--- src/rtl/ale_gate_pkg.sv ---
package ale_gate_pkg;
  localparam int SFR_AW       = 8;
  localparam int SFR_DW       = 8;
  localparam logic [SFR_AW-1:0] AUX_ADDR_DEF = 8'h8E;
  localparam int SILENCE_BIT  = 0;
endpackage

--- src/rtl/aux_sfr.sv ---
module aux_sfr #(
  parameter int AW = 8,
  parameter int DW = 8,
  parameter logic [AW-1:0] ADDR = 8'h8E,
  parameter int BITPOS = 0
) (
  input  logic          clk,
  input  logic          rst,
  input  logic [AW-1:0] addr,
  input  logic [DW-1:0] wdata,
  input  logic          wr,
  input  logic          rd,
  output logic [DW-1:0] rdata,
  output logic          silence
);
  logic hit;
  assign hit = (addr == ADDR);

  always_ff @(posedge clk) begin
    if (rst)             silence <= 1'b0;
    else if (wr && hit)  silence <= wdata[BITPOS];
  end

  for (genvar b = 0; b < DW; b++) begin : g_rd
    if (b == BITPOS) begin : g_live
      always_ff @(posedge clk) begin
        if (rst) rdata[b] <= 1'b0;
        else     rdata[b] <= rd && hit && silence;
      end
    end else begin : g_zero
      always_ff @(posedge clk) begin
        rdata[b] <= 1'b0;
      end
    end
  end
endmodule

--- src/rtl/ale_window.sv ---
module ale_window (
  input  logic clk,
  input  logic rst,
  input  logic boundary,
  input  logic silence,
  input  logic ext_fetch,
  input  logic ext_data,
  output logic open_q
);
  logic want_open;
  assign want_open = !silence || ext_fetch || ext_data;

  always_ff @(posedge clk) begin
    if (rst)           open_q <= 1'b1;
    else if (boundary) open_q <= want_open;
  end
endmodule

--- src/rtl/ale_drive.sv ---
module ale_drive (
  input  logic clk,
  input  logic rst,
  input  logic raw,
  input  logic open_q,
  output logic pin
);
  always_ff @(posedge clk) begin
    if (rst) pin <= 1'b0;
    else     pin <= raw && open_q;
  end
endmodule

--- src/rtl/ale_gate.sv ---
module ale_gate
  import ale_gate_pkg::*;
#(
  parameter logic [SFR_AW-1:0] AUX_ADDR = AUX_ADDR_DEF
) (
  input  logic              clk,
  input  logic              rst,
  input  logic [SFR_AW-1:0] sfr_addr,
  input  logic [SFR_DW-1:0] sfr_wdata,
  input  logic              sfr_wr,
  input  logic              sfr_rd,
  output logic [SFR_DW-1:0] sfr_rdata,
  input  logic              mc_start,
  input  logic              ext_fetch,
  input  logic              ext_data,
  input  logic              ale_raw,
  output logic              ale_out
);
  logic silence_q;
  logic open_q;

  aux_sfr #(
    .AW(SFR_AW), .DW(SFR_DW), .ADDR(AUX_ADDR), .BITPOS(SILENCE_BIT)
  ) u_sfr (
    .clk(clk), .rst(rst), .addr(sfr_addr), .wdata(sfr_wdata),
    .wr(sfr_wr), .rd(sfr_rd), .rdata(sfr_rdata), .silence(silence_q)
  );

  ale_window u_win (
    .clk(clk), .rst(rst), .boundary(mc_start), .silence(silence_q),
    .ext_fetch(ext_fetch), .ext_data(ext_data), .open_q(open_q)
  );

  ale_drive u_drv (
    .clk(clk), .rst(rst), .raw(ale_raw), .open_q(open_q), .pin(ale_out)
  );
endmodule

--- config.mk ---
export PLATFORM = sky130hd
export DESIGN_NAME = ale_gate
export DESIGN_NICKNAME = d
export VERILOG_FILES = /design/src/rtl/ale_gate_pkg.sv /design/src/rtl/aux_sfr.sv /design/src/rtl/ale_window.sv /design/src/rtl/ale_drive.sv /design/src/rtl/ale_gate.sv
export SDC_FILE = /design/constraint.sdc
export NUM_CORES = 1
export LEC_CHECK = 0
export ABC_CLOCK_PERIOD_IN_PS = 2000
export BUFFER_PORTS_ARGS = -buffer_cell sky130_fd_sc_hd__buf_2
export CORE_AREA = 2 2 39 41
export CTS_CLUSTER_DIAMETER = 120
export CTS_CLUSTER_SIZE = 14
export DETAILED_ROUTE_END_ITERATION = 12
export DIE_AREA = 0 0 41 43
export GPL_TIMING_DRIVEN = 0
export PLACE_DENSITY = 0.49
export SLEW_MARGIN = 0
export SYNTH_ARGS = -nofsm -noshare
export SYNTH_HDL_FRONTEND = slang
export SYNTH_SLANG_ARGS = --single-unit
export TNS_END_PERCENT = 30
--- constraint.sdc ---
create_clock -name clk -period 2 [get_ports clk]
set_input_delay 0.4 -clock clk [delete_from_list [all_inputs] [get_ports clk]]
set_output_delay 0.4 -clock clk [all_outputs]
set_load 0.03 [all_outputs]
==> metrics.cfg <==
[outcome]
status = finished clean

[power_and_ir_drop]
max-vdd-ir-drop_mv = 0.123
sw_frac_of_total_pct = 26.1
p_per_area_nw_per_um2 = 592
power_mw = 0.235
intPower_mw = 0.174
power_frac_comb_pct = 23.4
p_sw_mw = 0.0615
leakage_nw = 0.220
clkPwrFrac_pct = 42.0
p_seq_share_pct = 34.6

[route]
dr_total_vias = 237
ant_nets = 0
firstDrtPassIters = 1
drc = 0
via_per_inst = 3.43
wirelength_um = 459
wl_per_cell_um = 6.65
dr.first_iter.drc_count = 0

[cts]
cts_tree = built
cts-buffers-inserted = 3
cts.sinks = 4
clock_path_buffers = 2
cts_root_buffer = clkbuf_4
clkTransAtPathRegs_ns = 0.04
clkLatencyLatePin_ns = 0.23
cts.htree.levels = 1
cts_resized = 0
postCtsHoldBufs = 0
cts_setup_buffers = 0

[place]
place_congestion = 0.561
portBuffers = 18
dpl-instance-area_um2 = 375

[critical_path]
worst_setup_path_end_kind = primary output
slowest_stage = dfxtp_1
worst_ep_required_time_ns = 1.60
path_cells = buf_2
cp-start-kind = register
path_delay_family = flip-flops
critPathMaxStageDelay_ns = 0.29
worstPathArrival_ns = 0.71
path_class = register to primary output
crit_fanout = 1
critPathBufInv = 1

[floorplanning]
ioPinCount = 33
die_w_um = 41
fp.dieArea_um2 = 1760
rows = 14
die_y_um = 43
initial_core_util_pct = 17.5
core_region_area_um2 = 1380

[finish]
register_area_um2 = 80.1
layout.cells.most_common = buf_2
fillers = 159
post-route-util_pct = 28.8
synthToLayoutAreaGrowth_pct = 63.9
final_cell_mix = 18 x buf_2, 7 x buf_4, 7 x conb_1, 4 x dfxtp_1
antennaDiodeCount = 0
multiInputGateArea_um2 = 129
fin_area_um2 = 398
drive_above_1_share_pct = 54.7
fin_nets = 79

[synthesis]
synthCells = 26
synth.yosys.seq_area_share_pct = 33.0
syn_avg_cell_area_um2 = 9.34
ys_types = 15
syn_area_um2 = 243
synth.ff_latch_count = 4
yosysWarnings = 0

[global_routing]
grtUsageTotal_pct = 6.21
grt_pass1_vias = 203
grt_overflow = 0
grt_pass1_wl_um = 690
grt_max_degree = 5
antenna_found_initial = 0

[sta]
finalCritPeriodShare_pct = 55.3
drv_slew = 0
finalSetupTns_ns = 0
rsz0062_at_grt = no
final.setup_skew_ns = 0.000442
fin_crit_ns = 1.11
max_freq_mhz = 904
finalSetupViolCount = 0
hold_viol = 0

[run]
drv_cap = 0

[min_path]
hold_class = input port to register

-- power groups by stage --
stage               registers (mW)  logic [mW]  clock network, mW
floorplan                   0.0851      0.0343                  0
CTS                         0.0815      0.0552              0.104
global route                0.0814      0.0598              0.111
global placement            0.0827      0.0547                  0
detailed placement          0.0827      0.0550                  0
finish                      0.0815      0.0550             0.0989
-- registers in the layout, summed over array words and instances (netlist names) --
| register | flops |
|---|---|
| u_sfr.silence | 1 |
| u_sfr.rdata | 1 |
| u_win.open_q | 1 |
| u_drv.pin | 1 |
-- synthesized netlist by cell type (all sizes together) --
cell | number | share of area (%)
nor4b | 1 | 9.8
dfxtp | 4 | 33
nand3 | 1 | 2.1
conb | 1 | 1.5
nor2b | 1 | 2.6
inv | 1 | 1.5
nand2b | 3 | 7.7
o32ai | 1 | 3.6
and2 | 1 | 2.6
buf | 7 | 22
and3b | 1 | 3.6
nand2 | 1 | 1.5
nand4 | 1 | 2.6
nor3 | 1 | 2.1
mux2i | 1 | 4.1
-- metrics by stage --
step	hold slack (ns)	cells	setup WS (ns)
2_1_floorplan	0.440	32	0.968
3_3_place_gp	0.470	66	0.802
3_5_place_dp	0.464	66	0.797
4_1_cts	0.395	69	0.882
5_1_grt	0.400	69	0.850
6_report	0.397	69	0.893
-- path summary, 6_finish.rpt --
path | cells past startpoint | slack [ns] | to | from
max | 1 | 0.89 | sfr_rdata[0] | u_sfr.rdata[0]
min | 3 | 0.40 | u_sfr.rdata[0] | sfr_rd
max reg2reg | 3 | 1.21 | u_win.open_q | u_sfr.silence
min reg2reg | 2 | 0.48 | u_win.open_q | u_win.open_q
-- tightest hold or removal path, stage by stage --
cell and delay [ns]:
buf_2 0.09, inv_1 0.04, nor3_1 0.04
-- final cells by class --
type | instances | area share, %
multi-input cells | 20 | 32.4
well taps | 16 | 5.03
plain buffers | 7 | 13.2
repair buffers | 18 | 22.6
inverters | 1 | 0.943
clock buffers | 3 | 5.66
flip-flops and latches | 4 | 20.1
-- routing by layer --
metal	GRT usage [%]	share of wire, %	vias to the layer above
li1	-	-	127
met1	3.83	28	103
met2	10.9	63	7
met3	1.57	8.9	0
met4	8.00	0	0
met5	0	0	-
-- kinds of logic (layout without fill, tap and decap cells) --
kind of cell | count (synthesis) | in the layout | share of synthesized area [%]
AO/OA/AOI/OAI | 1 | 1 | 3.61
buffers and inverters | 8 | 29 | 23.2
flip-flops | 4 | 4 | 33.0
multiplexers | 1 | 1 | 4.12
other | 1 | 7 | 1.54
AND/OR/NAND/NOR | 11 | 11 | 34.5
No activity file was read; power rests on OpenSTA's default activity.
